[src/rtl/etu_pkg.sv]
package etu_pkg;
   // control word field positions (software decodes these)
   localparam int C_WPER = 30;
   localparam int C_WRST = 28;
   localparam int C_WIE  = 27;
   localparam int C_IEN  = 26;
   localparam int C_FPER = 24;
   localparam int C_FIE  = 23;
   localparam int C_ARE  = 22;
   localparam logic [31:0] C_MASK = 32'hFFC0_0000;

   // status word field positions
   localparam int S_ARM   = 31;
   localparam int S_WIS   = 30;
   localparam int S_CAUSE = 28;
   localparam int S_IVL   = 27;
   localparam int S_FIX   = 26;
   localparam logic [31:0] S_MASK = 32'hFC00_0000;

   // number of selectable taps per timer and width of the selector
   localparam int NTAP = 4;
   localparam int TSEL_W = 2;

   typedef enum logic [1:0] {
      RST_NONE = 2'd0,
      RST_CORE = 2'd1,
      RST_CHIP = 2'd2,
      RST_SYS  = 2'd3
   } rst_kind_e;
endpackage

[src/rtl/etu_tap_edge.sv]
module etu_tap_edge import etu_pkg::*; #(
   parameter int TB_W = 32,
   parameter int LO   = 9,
   parameter int STEP = 4
) (
   input  logic              clk,
   input  logic              rst_n,
   input  logic [TB_W-1:0]   tb,
   input  logic [TSEL_W-1:0] sel,
   output logic              fire
);
   localparam int TOP = LO + (NTAP - 1) * STEP;

   if (TOP >= TB_W || LO < 0 || STEP < 1) begin : g_bad_taps
      $error("etu_tap_edge: tap range does not fit in the time base");
   end

   logic [NTAP-1:0] taps;
   logic [NTAP-1:0] taps_q;
   logic            tb_unused;

   for (genvar k = 0; k < NTAP; k++) begin : g_tap
      assign taps[k] = tb[LO + k * STEP];
   end

   assign tb_unused = ^tb;

   // every tap keeps its own history so a period change cannot fake an edge
   always_ff @(posedge clk or negedge rst_n) begin
      if (!rst_n) taps_q <= '0;
      else        taps_q <= taps;
   end

   assign fire = taps[sel] & ~taps_q[sel];
endmodule

[src/rtl/etu_ivl.sv]
module etu_ivl #(
   parameter int W = 32
) (
   input  logic         clk,
   input  logic         rst_n,
   input  logic         enable,
   input  logic         auto_rld,
   input  logic         ld,
   input  logic [W-1:0] ld_val,
   output logic [W-1:0] count,
   output logic         fire
);
   localparam logic [W-1:0] ONE = W'(1);

   if (W < 2) begin : g_bad_width
      $error("etu_ivl: counter width must be at least 2");
   end

   logic         run;
   logic [W-1:0] cnt;
   logic [W-1:0] rld;

   assign fire  = run & enable & (cnt == ONE);
   assign count = cnt;

   always_ff @(posedge clk or negedge rst_n) begin
      if (!rst_n) begin
         run <= 1'b0;
         cnt <= '0;
         rld <= '0;
      end else if (ld) begin
         rld <= ld_val;
         cnt <= ld_val;
         run <= enable && (ld_val > ONE);
      end else if (!enable) begin
         run <= 1'b0;
      end else if (run) begin
         if (cnt == ONE) begin
            if (auto_rld) begin
               cnt <= rld;
            end else begin
               cnt <= '0;
               run <= 1'b0;
            end
         end else begin
            cnt <= cnt - ONE;
         end
      end
   end
endmodule

[src/rtl/etu_wdg.sv]
module etu_wdg import etu_pkg::*; (
   input  logic       clk,
   input  logic       rst_n,
   input  logic       expire,
   input  logic [1:0] stage,
   input  logic [1:0] rst_sel,
   output logic       set_arm,
   output logic       set_wis,
   output logic       take_rst,
   output logic [1:0] rst_req
);
   rst_kind_e req_q;

   always_comb begin
      set_arm  = 1'b0;
      set_wis  = 1'b0;
      take_rst = 1'b0;
      if (expire) begin
         unique case (stage)
            2'b00, 2'b01: set_arm  = 1'b1;
            2'b10:        set_wis  = 1'b1;
            2'b11:        take_rst = 1'b1;
         endcase
      end
   end

   always_ff @(posedge clk or negedge rst_n) begin
      if (!rst_n)        req_q <= RST_NONE;
      else if (take_rst) req_q <= rst_kind_e'(rst_sel);
      else               req_q <= RST_NONE;
   end

   assign rst_req = req_q;
endmodule

[src/rtl/emb_timer_unit.sv]
module emb_timer_unit import etu_pkg::*; #(
   parameter int TB_W         = 32,
   parameter int IVL_W        = 32,
   parameter int FIX_TAP_LO   = 9,
   parameter int FIX_TAP_STEP = 4,
   parameter int WDG_TAP_LO   = 17,
   parameter int WDG_TAP_STEP = 4
) (
   input  logic             clk,
   input  logic             rst_n,
   input  logic [TB_W-1:0]  tbase,
   input  logic             ctl_we,
   input  logic [31:0]      ctl_wdata,
   input  logic             sts_clr_we,
   input  logic [31:0]      sts_clr_mask,
   input  logic             rld_we,
   input  logic [IVL_W-1:0] rld_wdata,
   output logic [31:0]      ctl_q,
   output logic [31:0]      sts_q,
   output logic [IVL_W-1:0] ivl_count,
   output logic             irq_fixed,
   output logic             irq_ivl,
   output logic             irq_wdg,
   output logic [1:0]       rst_req
);
   logic        fix_fire;
   logic        wdg_fire;
   logic        ivl_fire;
   logic        w_arm;
   logic        w_wis;
   logic        w_rst;
   logic [31:0] sts_nxt;

   always_ff @(posedge clk or negedge rst_n) begin
      if (!rst_n)      ctl_q <= '0;
      else if (ctl_we) ctl_q <= ctl_wdata & C_MASK;
   end

   etu_tap_edge #(
      .TB_W (TB_W),
      .LO   (FIX_TAP_LO),
      .STEP (FIX_TAP_STEP)
   ) u_fix_tap (
      .clk   (clk),
      .rst_n (rst_n),
      .tb    (tbase),
      .sel   (ctl_q[C_FPER +: TSEL_W]),
      .fire  (fix_fire)
   );

   etu_tap_edge #(
      .TB_W (TB_W),
      .LO   (WDG_TAP_LO),
      .STEP (WDG_TAP_STEP)
   ) u_wdg_tap (
      .clk   (clk),
      .rst_n (rst_n),
      .tb    (tbase),
      .sel   (ctl_q[C_WPER +: TSEL_W]),
      .fire  (wdg_fire)
   );

   etu_ivl #(
      .W (IVL_W)
   ) u_ivl (
      .clk      (clk),
      .rst_n    (rst_n),
      .enable   (ctl_q[C_IEN]),
      .auto_rld (ctl_q[C_ARE]),
      .ld       (rld_we),
      .ld_val   (rld_wdata),
      .count    (ivl_count),
      .fire     (ivl_fire)
   );

   etu_wdg u_wdg (
      .clk      (clk),
      .rst_n    (rst_n),
      .expire   (wdg_fire),
      .stage    (sts_q[S_WIS +: 2]),
      .rst_sel  (ctl_q[C_WRST +: 2]),
      .set_arm  (w_arm),
      .set_wis  (w_wis),
      .take_rst (w_rst),
      .rst_req  (rst_req)
   );

   // clears first, hardware events after: an event never gets lost
   always_comb begin
      sts_nxt = sts_q;
      if (sts_clr_we) sts_nxt = sts_nxt & ~sts_clr_mask;
      if (fix_fire)   sts_nxt[S_FIX] = 1'b1;
      if (ivl_fire)   sts_nxt[S_IVL] = 1'b1;
      if (w_arm)      sts_nxt[S_ARM] = 1'b1;
      if (w_wis)      sts_nxt[S_WIS] = 1'b1;
      if (w_rst)      sts_nxt[S_CAUSE +: 2] = ctl_q[C_WRST +: 2];
      sts_nxt = sts_nxt & S_MASK;
   end

   always_ff @(posedge clk or negedge rst_n) begin
      if (!rst_n) sts_q <= '0;
      else        sts_q <= sts_nxt;
   end

   assign irq_fixed = sts_q[S_FIX] & ctl_q[C_FIE];
   assign irq_ivl   = sts_q[S_IVL] & ctl_q[C_IEN];
   assign irq_wdg   = sts_q[S_WIS] & ctl_q[C_WIE];
endmodule

[config.mk]
export PLATFORM = sky130hd
export DESIGN_NAME = emb_timer_unit
export DESIGN_NICKNAME = d
export VERILOG_FILES = /design/src/rtl/etu_pkg.sv /design/src/rtl/etu_tap_edge.sv /design/src/rtl/etu_ivl.sv /design/src/rtl/etu_wdg.sv /design/src/rtl/emb_timer_unit.sv
export SDC_FILE = /design/constraint.sdc
export NUM_CORES = 1
export LEC_CHECK = 0
export BUFFER_PORTS_ARGS = -buffer_cell sky130_fd_sc_hd__buf_4
export CAP_MARGIN = 30
export CORE_ASPECT_RATIO = 0.8
export CORE_MARGIN = 5
export CORE_UTILIZATION = 40
export CTS_CLUSTER_DIAMETER = 200
export CTS_CLUSTER_SIZE = 10
export DETAILED_ROUTE_END_ITERATION = 8
export MAX_ROUTING_LAYER = met4
export PLACE_DENSITY_LB_ADDON = 0.15
export SLEW_MARGIN = 20
export SYNTH_ARGS = -nofsm -noshare
export SYNTH_HDL_FRONTEND = slang
export SYNTH_SLANG_ARGS = --single-unit
[constraint.sdc]
create_clock -name clk -period 2.55 [get_ports clk]
set_input_delay 0.255 -clock clk [delete_from_list [all_inputs] [get_ports clk]]
set_output_delay 0.255 -clock clk [all_outputs]
set_load 0.01 [all_outputs]
# ---- Word-level counts from Yosys, hierarchy flattened
# Index checks and enable logic that the tools add are counted.
dict set report totals {
  regBits 91
  inputBits 133
  output_inout_bits 101
  wordCells 73
}
dict set report op_classes {
  add_sub_neg 1
  n_lt_le_gt_ge 3
  eq_ne 4
  n_mux 31
  bitwise_logic 11
  reduce_logical 11
}
# op count
set op_table {}
lappend op_table {{32-bit 2-to-1 mux} 6}
lappend op_table {{32-bit AND} 1}
lappend op_table {{32-bit by 1-bit equality test with 1-bit output, second input constant} 1}
lappend op_table {{32-bit by 1-bit > comparator with 1-bit output, second input constant} 1}
lappend op_table {{32-bit inverter} 1}
lappend op_table {{32-bit by 1-bit subtractor with 32-bit output, second input constant} 1}
lappend op_table {{1-bit 2-to-1 mux} 19}
lappend op_table {{2-bit nonzero test} 7}
lappend op_table {{1-bit binary-select mux with 2-bit select} 4}
lappend op_table {{1-bit AND} 7}
lappend op_table {{2-bit by 3-bit less-than comparator with 1-bit output, second input constant} 2}
lappend op_table {{2-bit equality test, second input constant} 2}
lappend op_table {{2-bit 2-to-1 mux} 2}
lappend op_table {{2-bit by 1-bit equality test with 1-bit output, second input constant} 1}
lappend op_table {{2-bit zero test} 1}
lappend op_table {{1-bit inverter} 2}
lappend op_table {{2-bit AND reduction} 1}
lappend op_table {{2-bit OR reduction} 1}
lappend op_table {{1-bit logical AND} 1}

# ---- Longest topological paths before layout
# Gate-level depths: netlist of the first run.
dict set report depth {
  word_depth 6
  depth_mapped 8
  depth_no_buf 7
}

# ---- Hierarchy
# Synthesis of the first run repeated with hierarchy kept, for this count alone.
dict set report hier_totals {
  hier_cells 495
  hier_area_um2 5006.1
}
# mod n_inst cells_each area_each_um2 seq_area_each_um2
set by_module_without_submodules {}
lappend by_module_without_submodules {etu_ivl 1 377 3589.7 1626.6}
lappend by_module_without_submodules {emb_timer_unit 1 93 1027.2 400.4}
lappend by_module_without_submodules {etu_tap_edge 2 9 147.6 100.1}
lappend by_module_without_submodules {etu_wdg 1 7 93.8 50.0}

# ---- Worst setup path after synthesis of the first run
# OpenSTA, ideal clock, no wires.
dict set report synth_timing {
  kind {register -> register}
  startpoint {register u_ivl.cnt[0] (netlist: u_ivl.count[0])}
  endpoint {register u_ivl.cnt[16] (netlist: u_ivl.count[16])}
  setup_time_ns 0.065
  arrival_ns 2.074
  required_ns 2.485
  slack_ns 0.411
  stages_incl_launch_ff 8
  path_buffers 0
  synth_period_minus_slack_ns 2.139
  path_cell_list {dfrtp_1 -> inv_1 -> ha_1 -> nor3b_2 -> nand4_1 -> or4_1 -> a21oi_1 -> o22a_1}
}
dict set report synth_via {
  elab_chain_len 5
  word_cells_on_any_way 6
  cone_classes {add/sub: 1; eq/ne: 1; mux: 4}
}
# element line_no
set synth_rtl {}
lappend synth_rtl {{start: declaration} etu_ivl.sv:20} ;# logic [W-1:0] cnt;
lappend synth_rtl {{start signal: assignment} etu_ivl.sv:33} ;# cnt <= ld_val;
lappend synth_rtl {{start signal: assignment} etu_ivl.sv:40} ;# cnt <= rld;
lappend synth_rtl {{start signal: assignment} etu_ivl.sv:46} ;# cnt <= cnt - ONE;
lappend synth_rtl {{32-bit by 1-bit subtractor with 32-bit output / 32-bit by 1-bit equality test with 1-bit output (equally long branches)} {etu_ivl.sv:46, etu_ivl.sv:38}}
lappend synth_rtl {{32-bit 2-to-1 mux (*)} etu_ivl.sv:38} ;# if (cnt == ONE) begin
lappend synth_rtl {{32-bit 2-to-1 mux (*)} etu_ivl.sv:37} ;# end else if (run) begin
lappend synth_rtl {{32-bit 2-to-1 mux (*)} etu_ivl.sv:35} ;# end else if (!enable) begin
lappend synth_rtl {{32-bit 2-to-1 mux (*)} etu_ivl.sv:31} ;# end else if (ld) begin
# Every way passes the cells marked *; elsewhere a longest branch is shown, timed or not. The select of a mux whose other input is x is not followed.
# A chain may end at the register's enable or synchronous reset.

# ---- Final worst setup path of the first run
dict set report layout_timing {
  startpoint {register u_ivl.cnt[6] (netlist: u_ivl.count[6])}
  endpoint {register u_ivl.cnt[20] (netlist: u_ivl.count[20])}
}
# The elaborated chain is that of the path after synthesis.

==> results of run 1 <==
## registers in the layout, summed over array words and instances (netlist names)
name / count
ctl_q: 10
sts_q: 6
u_fix_tap.taps_q: 2
u_ivl.count: 32
u_ivl.rld: 32
u_ivl.run: 1
u_wdg.rst_req: 2
u_wdg_tap.taps_q: 4
## cell usage in the layout (no fill, tap or decap), types with 3 or more instances in the layout
cell,n
buf_4,151
a211o_1,3
nand4_1,12
nand3_1,6
a2111oi_0,8
nor3_1,14
a22oi_1,10
mux2_2,40
or4_1,3
dfrtp_1,89
nor4_1,13
nor2b_1,5
a31oi_1,8
a311oi_1,3
a21o_1,10
clkbuf_16,9
a211oi_2,7
and2_1,4
xor2_1,5
a221oi_1,7
inv_1,14
conb_1,48
o21a_1,13
a21oi_1,21
a31o_2,3
o31ai_1,6
nor4_4,5
and4_1,3
xnor2_1,5
nand2b_1,4
or3_1,4
o211ai_1,3
nand2_1,40
nor2_1,30
o21ai_1,4
o21ai_0,19
## layer usage
layer	vias to the layer above	routed length, um	GRT usage
met1	2269	7210	0.272
met2	149	7220	0.317
met4	0	155	0.0456
met3	13	863	0.0448
li1	2143	-	-
met5	-	0	-
## worst paths after layout
kind	from	end	slack (ns)	cells past startpoint
hold reg to reg	u_ivl.rld[6]$_DFFE_PN0P_	u_ivl.rld[6]$_DFFE_PN0P_	0.51	1
max in group asynchronous	rst_n	u_ivl.rld[26]$_DFFE_PN0P_	1.53	3
setup reg to reg	u_ivl.count[6]$_DFFE_PN0P_	u_ivl.count[20]$_DFFE_PN0P_	0.11	7
hold / removal	tbase[17]	u_wdg_tap.taps_q[0]$_DFF_PN0_	0.02	1
min in group asynchronous	rst_n	u_ivl.count[4]$_DFFE_PN0P_	0.36	2
setup / recovery	u_ivl.count[6]$_DFFE_PN0P_	u_ivl.count[20]$_DFFE_PN0P_	0.11	7
## through the flow
step           setup slack (ns)  std cells  hold slack (ns)  area (sq um)  total power, uW
5_1_grt                 0.00263        845          0.00370          6730             4570
3_3_place_gp              0.183        828            0.189          6380             2870
4_1_cts                   0.124        845          0.00573          6720             4370
6_report                  0.114        845           0.0187          6730             4340
2_1_floorplan             0.411        578          -0.0406          5520             2400
3_5_place_dp              0.141        828            0.188          6380             2890
## area by class of cell
type / count / share of cell area
well taps: 175 / 0.0325
inverters: 14 / 0.00781
clock buffers: 12 / 0.0381
repair buffers: 153 / 0.173
flip-flops and latches: 89 / 0.331
clock inverters: 4 / 0.0112
multi-input cells: 398 / 0.406
## worst max-delay path, delay by kind of cell, from the launching register on
family	cells	cell delay, ns
buffers and inverters	2	0.52
AO/OA/AOI/OAI	2	0.35
flip-flops	1	0.45
AND/OR/NAND/NOR	3	1.04
## timing repair
| action | 4_1_cts | 5_1_grt |
|---|---|---|
| setup buffers | 0 | 0 |
| resized for setup | 0 | 1 |
| setup endpoints to repair | 0 | 2 |
| hold buffers | 1 | 0 |
| hold endpoints to repair | 24 | 0 |
## logic make-up (layout without fill, tap and decap cells)
group	Yosys count	count (layout)	share of synthesized area
AO/OA/AOI/OAI	141	141	0.194
multiplexers	45	45	0.0965
buffers and inverters	91	183	0.105
flip-flops	89	89	0.417
other	1	48	0.000702
adder cells (fa/ha/maj)	2	2	0.00469
AND/OR/NAND/NOR	152	152	0.165
XOR/XNOR	10	10	0.0164
## power by group through the flow
stage	combinational, uW	clock [uW]	sequential, uW
after CTS	1090	1500	1790
after floorplan	557	0	1840
after detailed placement	1080	0	1810
after global routing	1190	1560	1820
final	1080	1460	1790
after global placement	1060	0	1800
==> summary.md, run 1 <==
| Metric | Value |
|---|---|
| Cell area after synthesis | 5340 sq um |
| Multi-input logic area | 2740 sq um |
| Per-cell routed wire length | 18.3 um |
| Vias/cell | 5.41 |
| Most used DFF post-synth | dfrtp_1 |
| Setup CP Type | reg -> reg |
| PD cells | 645 nW/um^2 |
| Clock-pin slew on the worst setup and hold paths | 0.06 ns |
| Net count, final | 800 |
| GRT overflow | 0 |
| TritonRoute pass-1 iters | 5 |
| Area growth, synth to finish | 26.0% |
| Min cycle time layout | 2.44 ns |
| Seq/Total Area, Yosys | 0.417 |
| Status | complete, no violations |
| Worst Hold Class | in -> reg |
| Synth unique cells | 64 |
| Initial Util | 0.412 |
| Post-route ant nets | 0 |
| Largest net degree at the start of global routing | 66 |
| Syn Inst Count | 531 |
| Top post-synthesis cells by count | 89 x dfrtp_1, 51 x buf_4, 40 x mux2_2, 40 x nand2_1, 30 x nor2_1 |
| Crit path top cell by count | buf_4 |
| Switching Share | 0.301 |
| Max-Cap Viols | 0 |
| Post-synth EDFFs | 0 |
| Clk sink count | 89 |
| Hold Violations, Final | 0 |
| Clock skew | 0.00733 ns |
| P_leak | 0.00297 uW |
| Clk buf depth | 2 |
| Logic pwr share | 0.250 |
| Die height | 113 um |
| Syn avg cell area | 10.1 sq um |
| Clk root buf | clkbuf_16 |
| Unrepaired setup endpoints after global routing | no |
| Final slew viol count | 0 |
| Register share of total power | 0.413 |
| WL final | 15500 um |
| Worst slew pin tran | 0.963 ns |
| Core Util, Final | 0.519 |
| Fin crit share | 0.955 |
| Filler Cells Inserted | 1199 |
| GP Congestion | 0.881 |
| Count leader, synth | dfrtp_1 |
| Share of cells above drive strength 1 | 0.345 |
| TritonCTS buffer count | 9 |
| Worst-path fanout max | 10 |
| Slew HR | 0.355 |
| Final number of setup-violating endpoints | 0 |
| Sw power | 1310 uW |
| All-layer global routing usage | 0.203 |
| Antenna diodes | 0 |
| Number of global-route vias before repair | 4635 |
| Int Power | 3030 uW |
| Site Rows | 37 |
| Worst skew pair latency | 0.35 ns |
| Register area | 2230 sq um |
| Core Box Area | 13000 sq um |
| Max frequency | 411 MHz |
| CP endpoint kind | flop |
| # DRC | 0 |
| H-tree depth reported by CTS | 3 |
| Worst endpoint data arrival time | 2.70 ns |
| Maximum VDD drop | 0.355 mV |
| Type of origin of the critical path | flop |
| Synth Register Bits | 89 |
| Yosys top cell by area | dfrtp_1 |
| Clock network power share | 0.337 |
| First-pass GRT wire length | 24900 um |
| Slowest CP cell | nor4_4 |
| Full die area | 15800 sq um |
| Synth top area share | 0.417 |
| Port Buffers | 111 |
| Synth area leaders | dfrtp_1 42%, mux2_2 8.4%, buf_4 7.2%, nand2_1 2.8%, nor2_1 2.1% |
| Synth warnings | 0 |
| IO Pins | 234 |
| CP cell instances | nor4_4, buf_4, nand4_1, buf_4, nor4_1, a2111oi_0, a211oi_2 |
| Initial antenna violation count | 0 |
| DIE WIDTH | 139 um |
| DP HPWL | 11400 um |
| Post-synth ARST share | 1.00 |
| Final TNS setup | 0 ns |
| Initial DRC Count | 258 |
| CTS tree | yes |
| CP peak stage delay | 0.49 ns |
| Routed via count | 4574 |
| Worst EP required | 2.82 ns |
(Power assumes the default switching activity.)
==> run 2: changes to the inputs <==
Settings changed: CORE_ASPECT_RATIO 0.8 to unset, SKIP_LAST_GASP set to 1.
==> run 2 against run 1 <==
- clock power down 5%
- clock-buffer cell count fell by 2
- highest routed layer unchanged
- first-iteration DRC count shrank 13%
==> summary.md, run 2 (synthesized netlist as in run 1, its figures left out) <==
| Metric | Value |
|---|---|
| TritonRoute pass-1 iters | 5 |
| Site Rows | 42 |
| TritonCTS buffer count | 9 |
| Crit. Startpoint | u_ivl.count[6]$_DFFE_PN0P_ |
| Max-Cap Viols | 0 |
| P_leak | 0.00296 uW |
| Type of origin of the critical path | flop |
| Clock network power share | 0.327 |
| DR top layer | met4 |
| Setup CP Type | reg -> reg |
| Int Power | 2910 uW |
| H-tree depth reported by CTS | 3 |
| Min cycle time layout | 2.39 ns |
| Initial Util | 0.405 |
| Multi-input logic area | 2730 sq um |
| Clock-pin slew on the worst setup and hold paths | 0.07 ns |
| Largest net degree at the start of global routing | 48 |
| All-layer global routing usage | 0.198 |
| Status | complete, no violations |
| Maximum VDD drop | 0.360 mV |
| WHS Endpoint | u_fix_tap.taps_q[1]$_DFF_PN0_ |
| Fin crit share | 0.935 |
| Most common cell after layout, fill and taps aside | buf_4 |
| Final number of setup-violating endpoints | 0 |
| Routed via count | 4658 |
| Net count, final | 799 |
| Register area | 2230 sq um |
| Worst endpoint data arrival time | 2.65 ns |
| Vias/cell | 5.51 |
| Worst Hold Class | in -> reg |
| Worst skew pair latency | 0.35 ns |
| Min-Delay Path Depth | 1 |
| Slew HR | 0.447 |
| Switching Share | 0.316 |
| Worst flop-to-flop path endpoint | u_ivl.count[25]$_DFFE_PN0P_ |
| # DRC | 0 |
| Setup ws final | 0.165 ns |
| Clock skew | 0.00863 ns |
| R2r startpoint | u_ivl.count[6]$_DFFE_PN0P_ |
| Die height | 126 um |
| IO Pins | 234 |
| Clk root buf | clkbuf_16 |
| Area growth, synth to finish | 25.5% |
| Pre-CTS worst setup slack | 0.183 ns |
| Cell area after layout | 6700 sq um |
| Final TNS setup | 0 ns |
| Final hold slack | 0.0164 ns |
| Initial DRC Count | 225 |
| Share of cells above drive strength 1 | 0.347 |
| CTS tree | yes |
| Unrepaired setup endpoints after global routing | no |
| First-pass GRT wire length | 24400 um |
| Worst EP required | 2.82 ns |
| Most frequent cells in the layout | 150 x buf_4, 89 x dfrtp_1, 48 x conb_1 |
| Initial antenna violation count | 0 |
| Hold path start | tbase[13] |
| Clk sink count | 89 |
| Post-route ant nets | 0 |
| Routed met2 length | 7490 um |
| DP HPWL | 11300 um |
| Per-cell routed wire length | 18.3 um |
| Register share of total power | 0.424 |
| Placed Area | 6370 sq um |
| Logic pwr share | 0.249 |
| R2R Setup Slk | 0.16 ns |
| Max frequency | 419 MHz |
| R2R cell count | 7 |
| M1 WL | 6640 um |
| Filler Cells Inserted | 1242 |
| Full die area | 15800 sq um |
| Clk buf depth | 2 |
| Number of global-route vias before repair | 4602 |
| Core Box Area | 13200 sq um |
| GP Congestion | 0.878 |
| Port Buffers | 111 |
| Core Util, Final | 0.508 |
| Final slew viol count | 0 |
| DIE WIDTH | 126 um |
| Sw power | 1340 uW |
| PD cells | 635 nW/um^2 |
| GRT overflow | 0 |
| Worst-path fanout max | 6 |
| CP endpoint kind | flop |
| Antenna diodes | 0 |
| Detail Route met3 WL | 1060 um |
| Worst slew pin tran | 0.825 ns |
| Hold Violations, Final | 0 |
| WL final | 15400 um |
## run 2: layer usage
layer | vias up | global-route usage
li1 | 2152 | -
met1 | 2304 | 0.248
met2 | 182 | 0.320
met3 | 20 | 0.0431
met4 | 0 | 0.0625
met5 | - | -
## run 2: worst max-delay path by stage
stage / to / slack, ns / depth (start not counted)
after global placement: u_ivl.count[25]$_DFFE_PN0P_ / 0.22 / 7
after detailed placement: u_ivl.count[25]$_DFFE_PN0P_ / 0.18 / 7
after CTS: u_ivl.count[25]$_DFFE_PN0P_ / 0.16 / 7
after floorplan: u_ivl.count[16]$_DFFE_PN0P_ / 0.41 / 7
after global routing: u_ivl.count[25]$_DFFE_PN0P_ / 0.02 / 7
final: u_ivl.count[25]$_DFFE_PN0P_ / 0.16 / 7
## run 2: cell type report
cell class,instances,share of cell area
multi-input combinational,398,0.408
sequential,89,0.332
timing repair buffer,152,0.173
clock buffer,10,0.0357
tap,176,0.0329
clock inverter,6,0.0108
inverter,14,0.00784
## run 2: repair_timing
action                     4_1_cts  5_1_grt
hold buffers                     1        0
setup endpoints to repair        0        3
gates resized for setup          0        1
hold endpoints to repair        42        0
buffers inserted                 0        0
## run 2: metrics by stage
| step | cells | power, uW |
|---|---|---|
| after detailed placement | 828 | 2890 |
| after global routing | 845 | 4470 |
| final | 845 | 4250 |
| after global placement | 828 | 2860 |
| after CTS | 845 | 4290 |
| after floorplan | 578 | 2400 |
## run 2: power by group through the flow
stage	clock network, uW	registers (uW)	logic (uW)
floorplan	0	1840	557
global placement	0	1810	1050
detailed placement	0	1820	1060
CTS	1430	1800	1070
global route	1480	1830	1160
finish	1390	1800	1060
## run 2: critical path: stages, from the launching register on
cell	delay [ns]
dfrtp_1	0.46
nor4_4	0.54
buf_4	0.23
nand4_1	0.21
nor4_4	0.42
buf_4	0.18
a221oi_1	0.08
a21oi_1	0.18
